===== src/rtl/sm_pkg.sv =====
package sm_pkg;
  typedef enum logic {
    OP_ADD = 1'b0,
    OP_SUB = 1'b1
  } mag_op_e;
endpackage


===== src/rtl/sm_mag_cmp.sv =====
module sm_mag_cmp #(
  parameter int unsigned W = 3
) (
  input  logic [W-1:0] x_i,
  input  logic [W-1:0] y_i,
  output logic         ge_o,
  output logic         eq_o
);
  logic [W:0] ge_chain;

  assign ge_chain[0] = 1'b1;

  // LSB-to-MSB chain: a higher bit that differs overrides the lower decision
  for (genvar i = 0; i < W; i++) begin : g_cmp
    assign ge_chain[i+1] = (x_i[i] & ~y_i[i]) | (~(x_i[i] ^ y_i[i]) & ge_chain[i]);
  end

  assign ge_o = ge_chain[W];
  assign eq_o = (x_i == y_i);
endmodule


===== src/rtl/sm_mag_addsub.sv =====
module sm_mag_addsub
  import sm_pkg::*;
#(
  parameter int unsigned W = 3
) (
  input  logic [W-1:0] x_i,
  input  logic [W-1:0] y_i,
  input  mag_op_e      op_i,
  output logic [W-1:0] res_o,
  output logic         cout_o
);
  logic [W:0]   carry;
  logic [W-1:0] y_eff;

  assign carry[0] = (op_i == OP_SUB);
  assign y_eff    = (op_i == OP_SUB) ? ~y_i : y_i;

  for (genvar i = 0; i < W; i++) begin : g_fa
    logic p, g;
    assign p          = x_i[i] ^ y_eff[i];
    assign g          = x_i[i] & y_eff[i];
    assign res_o[i]   = p ^ carry[i];
    assign carry[i+1] = g | (p & carry[i]);
  end

  assign cout_o = carry[W];
endmodule


===== src/rtl/sm_adder.sv =====
module sm_adder
  import sm_pkg::*;
#(
  parameter int unsigned WIDTH = 4
) (
  input  logic [WIDTH-1:0] a_i,
  input  logic [WIDTH-1:0] b_i,
  output logic [WIDTH-1:0] sum_o,
  output logic             ovf_o
);
  localparam int unsigned MW = WIDTH - 1;

  logic          sa, sb, same_sign;
  logic [MW-1:0] ma, mb;
  logic          a_ge_b, a_eq_b;
  logic [MW-1:0] op_x, op_y, mag_res;
  logic          mag_cout, big_sign, res_sign;
  mag_op_e       op;

  assign sa        = a_i[WIDTH-1];
  assign sb        = b_i[WIDTH-1];
  assign ma        = a_i[MW-1:0];
  assign mb        = b_i[MW-1:0];
  assign same_sign = (sa == sb);

  sm_mag_cmp #(.W(MW)) u_cmp (
    .x_i (ma),
    .y_i (mb),
    .ge_o(a_ge_b),
    .eq_o(a_eq_b)
  );

  // swap so the subtractor always sees larger minus smaller
  always_comb begin
    op       = same_sign ? OP_ADD : OP_SUB;
    op_x     = (same_sign || a_ge_b) ? ma : mb;
    op_y     = (same_sign || a_ge_b) ? mb : ma;
    big_sign = a_ge_b ? sa : sb;
  end

  sm_mag_addsub #(.W(MW)) u_addsub (
    .x_i   (op_x),
    .y_i   (op_y),
    .op_i  (op),
    .res_o (mag_res),
    .cout_o(mag_cout)
  );

  // a zero magnitude is always emitted as +0
  assign res_sign = (same_sign ? sa : big_sign) & (|mag_res);
  assign sum_o    = {res_sign, mag_res};
  assign ovf_o    = same_sign & mag_cout;
endmodule


===== config.mk =====
export PLATFORM = sky130hd
export DESIGN_NAME = sm_adder
export DESIGN_NICKNAME = d
export VERILOG_FILES = /design/src/rtl/sm_pkg.sv /design/src/rtl/sm_mag_cmp.sv /design/src/rtl/sm_mag_addsub.sv /design/src/rtl/sm_adder.sv
export SDC_FILE = /design/constraint.sdc
export NUM_CORES = 1
export LEC_CHECK = 0
export ABC_AREA = 0
export BUFFER_PORTS_ARGS = -buffer_cell sky130_fd_sc_hd__buf_4
export CORE_AREA = 3 3 40 42
export DETAILED_ROUTE_END_ITERATION = 10
export DIE_AREA = 0 0 43 45
export GPL_TIMING_DRIVEN = 1
export PLACE_DENSITY_LB_ADDON = 0.08
export SYNTH_ARGS = -nofsm -noshare
export SYNTH_HDL_FRONTEND = slang
export SYNTH_SLANG_ARGS = --single-unit

===== constraint.sdc =====
create_clock -name vclk -period 7.2
set_input_delay 1.44 -clock vclk [all_inputs]
set_output_delay 1.44 -clock vclk [all_outputs]
set_load 0.005 [all_outputs]

**Word level (Yosys, flattened, before mapping)**

Index checks and enable logic that the tools add are counted.

- Output and inout bits: 5
- Register bits after elaboration: 0
- Input bits: 8
- Logic and storage cells: 44

- Reductions and logical operators: 2
- Equality and inequality tests: 1
- Bitwise operators: 35
- Muxes and demuxes: 6

Operator list:

| operator | number |
|---|---|
| bitwise AND 1 bit | 13 |
| 2-to-1 mux 3 bit | 3 |
| bitwise XOR 1 bit | 9 |
| NOT 1 bit | 6 |
| bitwise OR 1 bit | 6 |
| 2-to-1 mux 1 bit | 3 |
| NOT 3 bit | 1 |
| OR reduction 3 bit | 1 |
| equality test 1 bit | 1 |
| logical OR 1 bit | 1 |

**Logic depth before layout (Yosys ltp)**

Gate-level depths: netlist of run 1.

- Word-level depth: 19
- Mapped depth: 10
- Gate-level depth less buffers: 9

**Hierarchy**

From an unflattened synthesis of run 1, not the netlist that was laid out.

- Cell total of the unflattened synthesis: 33
- Area total of the unflattened synthesis: 291.5 µm²

By module, submodules not included:

| module | times used | area each (µm²) | cells an instance | seq. area each (µm²) |
|---|---|---|---|---|
| sm_adder | 1 | 132.6 | 14 | 0.0 |
| sm_mag_addsub | 1 | 87.6 | 9 | 0.0 |
| sm_mag_cmp | 1 | 71.3 | 10 | 0.0 |

**Worst setup path before layout of run 1**

Ideal clock, no wire load.

- Path type: input to output
- Start point: in b_i[2]
- End point: out sum_o[3]
- Data required time: 5.760 ns
- Stages: 10
- Buffers on the path: 1
- Slack: 1.727 ns
- Arrival time: 4.033 ns
- Cell sequence: inv_1 -> ha_1 -> and3b_1 -> or3_4 -> mux2_4 -> fa_1 -> fa_1 -> nor2_1 -> a211oi_1 -> buf_4

- Word-level cells in the longest chain between the ends: 16
- Elaborated cells on any way between the ends: 27
- Classes of those cells: mux: 5; bitwise: 20; reduce/logical: 2

Ends and longest elaborated chain:

| item | line | text |
|---|---|---|
| start, declared | sm_adder.sv:7 | `input logic [WIDTH-1:0] b_i,` |
| bitwise XOR 1 bit | sm_mag_cmp.sv:15 | `assign ge_chain[i+1] = (x_i[i] & ~y_i[i]) \| (~(x_i[i] ^ y_i[i]) & ge_chain[i]);` |
| NOT 1 bit | sm_mag_cmp.sv:15 |  |
| bitwise AND 1 bit | sm_mag_cmp.sv:15 |  |
| bitwise OR 1 bit | sm_mag_cmp.sv:15 |  |
| logical OR 1 bit | sm_adder.sv:36, sm_adder.sv:37 |  |
| 2-to-1 mux 3 bit | sm_adder.sv:37 | `op_y = (same_sign \|\| a_ge_b) ? mb : ma;` |
| NOT 3 bit | sm_mag_addsub.sv:16 | `assign y_eff = (op_i == OP_SUB) ? ~y_i : y_i;` |
| 2-to-1 mux 3 bit | sm_mag_addsub.sv:16 |  |
| bitwise XOR 1 bit | sm_mag_addsub.sv:20 | `assign p = x_i[i] ^ y_eff[i];` |
| bitwise AND 1 bit | sm_mag_addsub.sv:23 | `assign carry[i+1] = g \| (p & carry[i]);` |
| bitwise OR 1 bit | sm_mag_addsub.sv:23 |  |
| bitwise AND 1 bit | sm_mag_addsub.sv:23 |  |
| bitwise OR 1 bit | sm_mag_addsub.sv:23 |  |
| bitwise XOR 1 bit (*) | sm_mag_addsub.sv:22 | `assign res_o[i] = p ^ carry[i];` |
| named net sum_o[2] | sm_adder.sv:8 | `output logic [WIDTH-1:0] sum_o,` |
| OR reduction 3 bit (*) | sm_adder.sv:50 | `assign res_sign = (same_sign ? sa : big_sign) & (\|mag_res);` |
| bitwise AND 1 bit (*) | sm_adder.sv:50 |  |
| end, declared | sm_adder.sv:8 |  |

The timed path passes the listed nets; every way through them passes the cells marked *.

**Worst setup path after layout of run 1**

- Start point: in a_i[2]
- End point: out sum_o[3]

- Word-level cells in the longest chain between the ends: 16
- Elaborated cells on any way between the ends: 26
- Classes of those cells: mux: 5; bitwise: 19; reduce/logical: 2

Ends and longest elaborated chain:

| item | line | text |
|---|---|---|
| start, declared | sm_adder.sv:6 | `input logic [WIDTH-1:0] a_i,` |
| bitwise XOR 1 bit | sm_mag_cmp.sv:15 |  |
| NOT 1 bit | sm_mag_cmp.sv:15 |  |
| bitwise AND 1 bit | sm_mag_cmp.sv:15 |  |
| bitwise OR 1 bit | sm_mag_cmp.sv:15 |  |
| logical OR 1 bit | sm_adder.sv:36, sm_adder.sv:37 |  |
| 2-to-1 mux 3 bit | sm_adder.sv:37 |  |
| NOT 3 bit | sm_mag_addsub.sv:16 |  |
| 2-to-1 mux 3 bit | sm_mag_addsub.sv:16 |  |
| bitwise XOR 1 bit | sm_mag_addsub.sv:20 |  |
| bitwise AND 1 bit | sm_mag_addsub.sv:23 |  |
| bitwise OR 1 bit | sm_mag_addsub.sv:23 |  |
| bitwise AND 1 bit | sm_mag_addsub.sv:23 |  |
| bitwise OR 1 bit | sm_mag_addsub.sv:23 |  |
| bitwise XOR 1 bit | sm_mag_addsub.sv:22 |  |
| OR reduction 3 bit | sm_adder.sv:50 |  |
| bitwise AND 1 bit (*) | sm_adder.sv:50 |  |

Mark *: on every way between the ends. The rest lies on a longest branch, timed or not.

==> flow_metrics.env, run 1 <==
export IMPL_cts_hold_repair_buffers=0
export IMPL_layout_clock_buffers=0
export IMPL_multi_input_logic_area_um2=257.7
export IMPL_report_final_setup_viol=0
export IMPL_intPower_mw=0.02561
export IMPL_fill_cells=139
export IMPL_antenna_cells=0
export IMPL_layout_commonest_cell="buf_4"
export IMPL_number_of_buffers_added_on_ports=13
export IMPL_power_clock_fraction_pct=0
export IMPL_wl_per_cell_um=11.44
export IMPL_fmax_mhz=176.4
export IMPL_power_share_combinational_pct=100.0
export IMPL_top_level_ports=13
export IMPL_maxCapViolations=0
export IMPL_post_route_period_util_pct=78.72
export IMPL_setup_total_negative_slack_ps=0
export IMPL_initial_core_util_pct=21.81
export IMPL_fp_dieW_um=43
export IMPL_syn_to_final_growth_pct=38.84
export IMPL_die_area_um2=1935
export IMPL_route_antenna_remaining_nets=0
export IMPL_post_synth_num_cell_types=20
export IMPL_dp_final_hpwl_um=599.6
export IMPL_run_status="finished, final reports clean"
export IMPL_worstPathMaxFanout=5
export IMPL_design_final_nets=59
export IMPL_min_period_ps=5668
export IMPL_gr_total_overflow=0
export IMPL_synth_cell_area_um2=280.3
export IMPL_required_ps=5760
export IMPL_count_of_standard_cell_rows=13
export IMPL_post_route_drc_count=0
export IMPL_drt_vias_per_instance=5.000
export IMPL_power_net_switching_mw=0.01921
export IMPL_place_area_um2=389.1
export IMPL_commonest_non_fill_non_tap_cells_in_the_layout="buf_4, inv_1, ha_1"
export IMPL_flops_and_latches=0
export IMPL_place_inst=59
export IMPL_critical_path_class="input pin to primary output"
export IMPL_pin_count_of_the_biggest_net_entering_global_routing=9
export IMPL_core_region_area_um2=1285
export IMPL_postCtsSetupRepairBufs=0
export IMPL_setup_worst_path_end_class="primary output"
export IMPL_tightestPinTransition_ps=357.2
export IMPL_slew_headroom_pct=76.07
export IMPL_power_density_cell_area_nw_per_um2=115.2
export IMPL_synthesis_nets=45
export IMPL_setup_slack_ps=1532
export IMPL_vdd_drop_max_mv=0.02604
export IMPL_grt_antenna_before_repair=0
export IMPL_grt_pass1_wl_mm=1.145
export IMPL_vias=295
export IMPL_ys_seq_area_share_pct=0
export IMPL_layout_cell_area_non_filler_um2=389.1
export IMPL_synth_warning_count=0
export IMPL_dr_pass1_iters=4
export IMPL_totalWireLength_um=675
export IMPL_syn_inst=32
export IMPL_p_leak_nw=0.2013
export IMPL_grt_util_all_layers_pct=7.315
export IMPL_drt_iter0_drc=10
export IMPL_unrepaired_setup_endpoints_after_global_routing="no"
export IMPL_regArea_um2=0
export IMPL_sequentialPowerShare_pct=0
export IMPL_post_layout_nonfiller_instances=59
export IMPL_chipHeight_um=45
export IMPL_cts_resized_gates=0
export IMPL_drive_above_1_share_pct=45.45
export IMPL_syn_area_per_cell_um2=8.758
export IMPL_final_count_of_pins_violating_max_slew=0
export IMPL_vias_in_the_first_global_route=272
export IMPL_worst_setup_slack_post_dpl_ps=1512
export IMPL_swShare_pct=42.86
export IMPL_hold_path_class="input pin to primary output"
export IMPL_post_layout_total_power_mw=0.04482
export IMPL_setup_worst_path_start_class="input pin"
export IMPL_arrival_time_reported_for_the_critical_path_endpoint_ps=4230
export IMPL_routabilityCongestion=0.7122
export IMPL_count_of_final_hold_check_violations=0
-- per-stage QoR --
stage          util (%)  hold slack (ps)
2_1_floorplan         -             3035
3_3_place_gp      30.28             3259
3_5_place_dp      30.28             3270
4_1_cts           30.28             3270
5_1_grt           30.28             3304
6_report          30.28             3267
-- power by group through the flow --
stage	clock (mW)	combinational (mW)	sequential, mW
after floorplan	0	0.0278	0
after global placement	0	0.0457	0
after detailed placement	0	0.0459	0
after CTS	0	0.0460	0
after global routing	0	0.0509	0
final	0	0.0448	0
-- synthesized netlist by cell type --
master / number / area share, %
a31oi_1: 2 / 4.5
nor4_1: 1 / 2.2
and3b_1: 1 / 3.1
a21oi_1: 2 / 3.6
a21o_1: 1 / 2.7
nand3b_1: 1 / 2.7
inv_1: 4 / 5.4
xnor2_2: 1 / 5.8
nor2_1: 1 / 1.3
buf_4: 1 / 2.7
a211o_1: 1 / 3.1
a22o_2: 2 / 7.1
o21ai_0: 2 / 3.6
and2_2: 1 / 2.7
a211oi_1: 2 / 5.4
fa_1: 2 / 14
nor3_1: 1 / 1.8
mux2_4: 2 / 11
ha_1: 3 / 13
or3_4: 1 / 4.0
-- per-layer routing --
layer / vias to the layer above / track usage, % / part of all wire (%)
li1: 145 / - / -
met3: 0 / 0.7968 / 7.0
met2: 14 / 13.47 / 48
met5: - / 0 / 0
met1: 136 / 9.832 / 44
met4: 0 / 0 / 0
-- worst max-delay path, stage by stage --
cell and delay [ps]:
buf_4 120, ha_1 330, and3b_1 250, or3_4 420
mux2_4 310, fa_1 430, fa_1 510, nor2_1 50
a211oi_1 220, buf_4 140
-- path summary, 6_finish.rpt --
| path | endpoint | slack [ps] | startpoint | cells after the start |
|---|---|---|---|---|
| max | sum_o[3] | 1530 | a_i[2] | 10 |
| min | sum_o[0] | 3270 | b_i[0] | 4 |
-- area by class of cell --
| class | instances | share of cell area, % |
|---|---|---|
| well taps | 15 | 4.823 |
| inverters | 4 | 3.859 |
| repair buffers | 13 | 25.08 |
| multi-input cells | 27 | 66.24 |
-- kinds of logic (layout without fill, tap and decap cells) --
| logic type | Yosys count | after routing | synth area share (%) |
|---|---|---|---|
| muxes | 2 | 2 | 10.71 |
| and+or+nand+nor | 7 | 7 | 17.86 |
| AOI/OAI and AO/OA | 12 | 12 | 29.91 |
| xor gates and xnor gates | 1 | 1 | 5.805 |
| buffers and inverters | 5 | 17 | 8.035 |
| adders and majority gates | 5 | 5 | 27.68 |
Power figures use the tool's default switching activity.
==> inputs of run 2 (changes only) <==
clock period = 5.55 ns   (was 7.2 ns; I/O delays follow)
==> run 2 against run 1 <==
First-iteration DRC count shrank 90%; utilization is the same; critical path depth is the same; cell count unchanged; count of clock-buffer cells in the layout did not move; cell area did not move; sequential cell count unchanged; worst setup slack worse by 1000 ps; sequential share of layout area is the same; via count down 4.1%; routed wire length up 4.1%; power is 31% higher.
==> flow_metrics.env, run 2 (synthesis gave the netlist of run 1 again) <==
export IMPL_post_route_period_util_pct=91.17
export IMPL_grt_antenna_before_repair=0
export IMPL_syn_to_final_growth_pct=38.84
export IMPL_final_util_pct=30.28
export IMPL_slew_headroom_pct=76.37
export IMPL_holdCritStartpoint="b_i[0]"
export IMPL_initial_core_util_pct=21.81
export IMPL_drt_vias_per_instance=4.797
export IMPL_layout_cell_area_non_filler_um2=389.1
export IMPL_required_ps=4440
export IMPL_fill_cells=151
export IMPL_setup_worst_path_end_class="primary output"
export IMPL_hold_path_class="input pin to primary output"
export IMPL_setup_slack_ps=490.2
export IMPL_routabilityCongestion=0.6755
export IMPL_worst_path_stages=10
export IMPL_critPathCapture="sum_o[3]"
export IMPL_die_area_um2=1935
export IMPL_cts_resized_gates=0
export IMPL_setup_worst_path_start_class="input pin"
export IMPL_tightestPinTransition_ps=352.8
export IMPL_commonest_non_fill_non_tap_cells_in_the_layout="buf_4, inv_1, ha_1"
export IMPL_drive_above_1_share_pct=45.45
export IMPL_dp_final_hpwl_um=630.8
export IMPL_p_leak_nw=0.2013
export IMPL_top_level_ports=13
export IMPL_postCtsSetupRepairBufs=0
export IMPL_fmax_mhz=197.6
export IMPL_count_of_final_hold_check_violations=0
export IMPL_grt_pass1_wl_mm=1.228
export IMPL_gr_total_overflow=0
export IMPL_arrival_time_reported_for_the_critical_path_endpoint_ps=3950
export IMPL_layout_clock_buffers=0
export IMPL_critPathTopFamily="adder cells"
export IMPL_worst_path_max_delay_cell="fa_1"
export IMPL_fp_dieW_um=43
export IMPL_wl_per_cell_um=11.92
export IMPL_min_period_ps=5060
export IMPL_critical_path_class="input pin to primary output"
export IMPL_dr_pass1_iters=2
export IMPL_grt_util_all_layers_pct=8.056
export IMPL_regArea_um2=0
export IMPL_cts_hold_repair_buffers=0
export IMPL_pin_count_of_the_biggest_net_entering_global_routing=9
export IMPL_drt_iter0_drc=1
export IMPL_layout_commonest_cell="buf_4"
export IMPL_critical_path_max_stage_delay_ps=510
export IMPL_flops_and_latches=0
export IMPL_core_region_area_um2=1285
export IMPL_totalWireLength_um=703
export IMPL_crit_start="a_i[2]"
export IMPL_maxCapViolations=0
export IMPL_worst_setup_slack_post_dpl_ps=460.3
export IMPL_power_density_cell_area_nw_per_um2=151.1
export IMPL_multi_input_logic_area_um2=257.7
export IMPL_chipHeight_um=45
export IMPL_setup_total_negative_slack_ps=0
export IMPL_vias_in_the_first_global_route=295
export IMPL_vias=283
export IMPL_count_of_standard_cell_rows=13
export IMPL_run_status="finished, final reports clean"
export IMPL_unrepaired_setup_endpoints_after_global_routing="no"
export IMPL_post_route_drc_count=0
export IMPL_worstPathMaxFanout=5
export IMPL_worst_path_buf_inv=2
export IMPL_design_final_nets=59
export IMPL_worstPathCellList="buf_4, ha_1, and3b_1, or3_4, mux2_4, fa_1, fa_1, nor2_1, a211oi_1, buf_4"
export IMPL_place_area_um2=389.1
export IMPL_number_of_buffers_added_on_ports=13
export IMPL_vdd_drop_max_mv=0.04468
export IMPL_antenna_cells=0
export IMPL_route_antenna_remaining_nets=0
export IMPL_report_final_setup_viol=0
export IMPL_final_count_of_pins_violating_max_slew=0
## run 2: worst min-delay path: cells and delay by family
kind / cells / cell delay, ps
fa+ha+maj: 1 / 140
buf+inv: 3 / 270
## run 2: layout make-up
cell class,count,share of cell area (%)
inverter,4,3.859
timing repair buffer,13,25.08
multi-input combinational,27,66.24
tap,15,4.823
## run 2: worst min-delay path by stage
stage / endpoint / slack (ps) / cells past startpoint
after floorplan: sum_o[0] / 2380 / 2
after global placement: sum_o[0] / 2600 / 4
after detailed placement: sum_o[0] / 2630 / 4
after CTS: sum_o[0] / 2630 / 4
after global routing: sum_o[0] / 2650 / 4
final: sum_o[0] / 2630 / 4
## run 2: per-layer routing
metal | share of wire (%) | track usage, % | routed length, µm
met4 | 0 | 0 | 0
met3 | 8.1 | 1.195 | 57
met1 | 42 | 10.05 | 297
met2 | 50 | 15.57 | 348
met5 | 0 | 0 | 0
## run 2: through the flow
step / hold slack, ps / std cells / power (mW)
global placement: 2602 / 59 / 0.05931
finish: 2626 / 59 / 0.05881
floorplan: 2375 / 32 / 0.03611
detailed placement: 2631 / 59 / 0.06074
CTS: 2628 / 59 / 0.06078
global route: 2647 / 59 / 0.06685
## run 2: where the power goes
| group | internal, mW | switching, mW |
|---|---|---|
| combinational | 0.0333 | 0.0255 |
| clock | 0 | 0 |
| sequential | 0 | 0 |
| total | 0.0333 | 0.0255 |
==> inputs of run 3 (changes only) <==
ABC_AREA = 1   (was 0)
==> run 3 against run 2 <==
Routed wire length shrank 9.5%; area after synthesis shrank 3.1%; combinational power shrank 6.6%; sequential share of layout area is the same; cell area shrank 2.3%; maximum frequency grew 9.9%; critical path depth grew 4; sequential cell count is the same; utilization shrank 0.68 points; worst setup slack gained 460 ps; cell count grew 27%; largest power group unchanged; highest routed layer unchanged.
==> flow_metrics.env, run 3 <==
export IMPL_vias=301
export IMPL_grt_pass1_wl_mm=1.104
export IMPL_drt_vias_per_instance=4.013
export IMPL_holdCritStartpoint="a_i[3]"
export IMPL_yosysTopAreaCellShare_pct=29.03
export IMPL_ys_seq_area_share_pct=0
export IMPL_post_route_drc_count=0
export IMPL_dr_pass1_iters=1
export IMPL_fmax_mhz=217.2
export IMPL_vias_in_the_first_global_route=266
export IMPL_number_of_buffers_added_on_ports=13
export IMPL_min_period_ps=4603
export IMPL_wl_per_cell_um=8.480
export IMPL_critPathCapture="sum_o[3]"
export IMPL_setup_worst_path_end_class="primary output"
export IMPL_maxCapViolations=0
export IMPL_crit_start="b_i[1]"
export IMPL_grt_util_all_layers_pct=7.000
export IMPL_p_leak_nw=0.2299
export IMPL_flops_and_latches=0
export IMPL_synth_top_cells_by_count="nand2_1, inv_1, ha_1, nand3_1"
export IMPL_syn_to_final_growth_pct=40.09
export IMPL_drt_iter0_drc=0
export IMPL_count_of_final_hold_check_violations=0
export IMPL_report_final_setup_viol=0
export IMPL_grt_antenna_before_repair=0
export IMPL_totalWireLength_um=636
export IMPL_post_layout_total_power_mw=0.05492
export IMPL_ys_top_cells_by_area="nand2_1, fa_1, ha_1, inv_1, xor2_2"
export IMPL_antenna_cells=0
export IMPL_hold_path_class="input pin to primary output"
export IMPL_route_antenna_remaining_nets=0
export IMPL_final_count_of_pins_violating_max_slew=0
export IMPL_pin_count_of_the_biggest_net_entering_global_routing=7
export IMPL_chipHeight_um=45
export IMPL_arrival_time_reported_for_the_critical_path_endpoint_ps=3490
export IMPL_synthesis_nets=61
export IMPL_worstPathMaxFanout=6
export IMPL_layout_commonest_cell="nand2_1"
export IMPL_count_of_standard_cell_rows=13
export IMPL_tightestPinTransition_ps=346.5
export IMPL_gr_total_overflow=0
export IMPL_syn_inst=48
export IMPL_fill_cells=151
export IMPL_cts_hold_repair_buffers=0
export IMPL_post_synth_num_cell_types=13
export IMPL_routabilityCongestion=0.7350
export IMPL_multi_input_logic_area_um2=222.7
export IMPL_required_ps=4440
export IMPL_power_density_cell_area_nw_per_um2=144.4
export IMPL_synth_warning_count=0
export IMPL_vdd_drop_max_mv=0.05203
export IMPL_setup_worst_path_start_class="input pin"
export IMPL_run_status="finished, final reports clean"
export IMPL_postCtsSetupRepairBufs=0
export IMPL_synthMostInstantiatedCell="nand2_1"
export IMPL_slew_headroom_pct=76.88
export IMPL_core_region_area_um2=1285
export IMPL_design_final_nets=75
export IMPL_dp_final_hpwl_um=583.4
export IMPL_setup_total_negative_slack_ps=0
export IMPL_regArea_um2=0
export IMPL_commonest_non_fill_non_tap_cells_in_the_layout="nand2_1, buf_4, inv_1, nand3_1, ha_1"
export IMPL_layout_clock_buffers=0
export IMPL_die_area_um2=1935
export IMPL_top_level_ports=13
export IMPL_synth_cell_area_um2=271.5
export IMPL_yosysTopAreaCell="nand2_1"
export IMPL_fp_dieW_um=43
export IMPL_drive_above_1_share_pct=26.67
export IMPL_critical_path_class="input pin to primary output"
export IMPL_post_route_period_util_pct=82.94
export IMPL_unrepaired_setup_endpoints_after_global_routing="no"
export IMPL_cts_resized_gates=0
export IMPL_initial_core_util_pct=21.13
export IMPL_syn_area_per_cell_um2=5.656
[run 3: cell types whose count changed after synthesis, sizes merged, moves of 2 or more]
| cell | delta |
|---|---|
| nand3 | +3 |
| a211oi | -2 |
| mux2 | -2 |
| a31oi | -2 |
| a22o | -2 |
| nand2 | +21 |
| inv | +7 |
[run 3: layout make-up]
class | count | share of cell area (%)
repair buffers | 13 | 25.66
multi-input cells | 36 | 58.55
well taps | 15 | 4.934
inverters | 11 | 10.86
[run 3: how the worst min path moves through the flow]
stage | to | slack, ps | depth (start not counted)
floorplan | sum_o[0] | 2360 | 2
global placement | sum_o[3] | 2580 | 4
detailed placement | sum_o[3] | 2590 | 4
CTS | sum_o[3] | 2590 | 4
global route | sum_o[0] | 2620 | 4
finish | sum_o[3] | 2580 | 4
[run 3: metrics by stage]
stage	cell area [µm²]	utilization (%)	setup WS (ps)	hold slack, ps	std cells
after detailed placement	380.4	29.60	917.0	2585	75
final	380.4	29.60	946.8	2583	75
after global routing	380.4	29.60	722.1	2620	75
after CTS	380.4	29.60	910.9	2587	75
after floorplan	271.5	-	1232	2359	48
after global placement	380.4	29.60	879.2	2583	75
[run 3: cell families (layout without fill, tap and decap cells)]
group | after synthesis | after routing | synth area share [%]
and+or+nand+nor | 27 | 27 | 41.93
AOI/OAI and AO/OA | 3 | 3 | 5.528
buffers and inverters | 12 | 24 | 17.97
adders and majority gates | 5 | 5 | 28.57
xor gates and xnor gates | 1 | 1 | 5.992
[run 3: per-layer routing]
| layer | routed length [µm] | track usage, % | vias up |
|---|---|---|---|
| met3 | 60 | 1.594 | 0 |
| met5 | 0 | 0 | - |
| li1 | - | - | 167 |
| met4 | 0 | 0 | 0 |
| met2 | 284 | 11.68 | 9 |
| met1 | 292 | 9.903 | 125 |
[run 3: critical path, stage by stage]
cell and delay [ps]:
buf_4 120, inv_1 70, ha_1 230, nand2_1 70, nand2_1 50, nand2_1 90
nand2_1 140, nor2_4 160, o21ai_0 130, fa_1 450, fa_1 480, nor3_1 200
a21oi_1 60, buf_4 130
[run 3: where the power goes]
group | internal (mW) | switching, mW | leakage [nW] | total (mW)
clock network | 0 | 0 | 0 | 0
registers | 0 | 0 | 0 | 0
logic | 0.0279 | 0.0270 | 0.230 | 0.0549
total | 0.0279 | 0.0270 | 0.230 | 0.0549
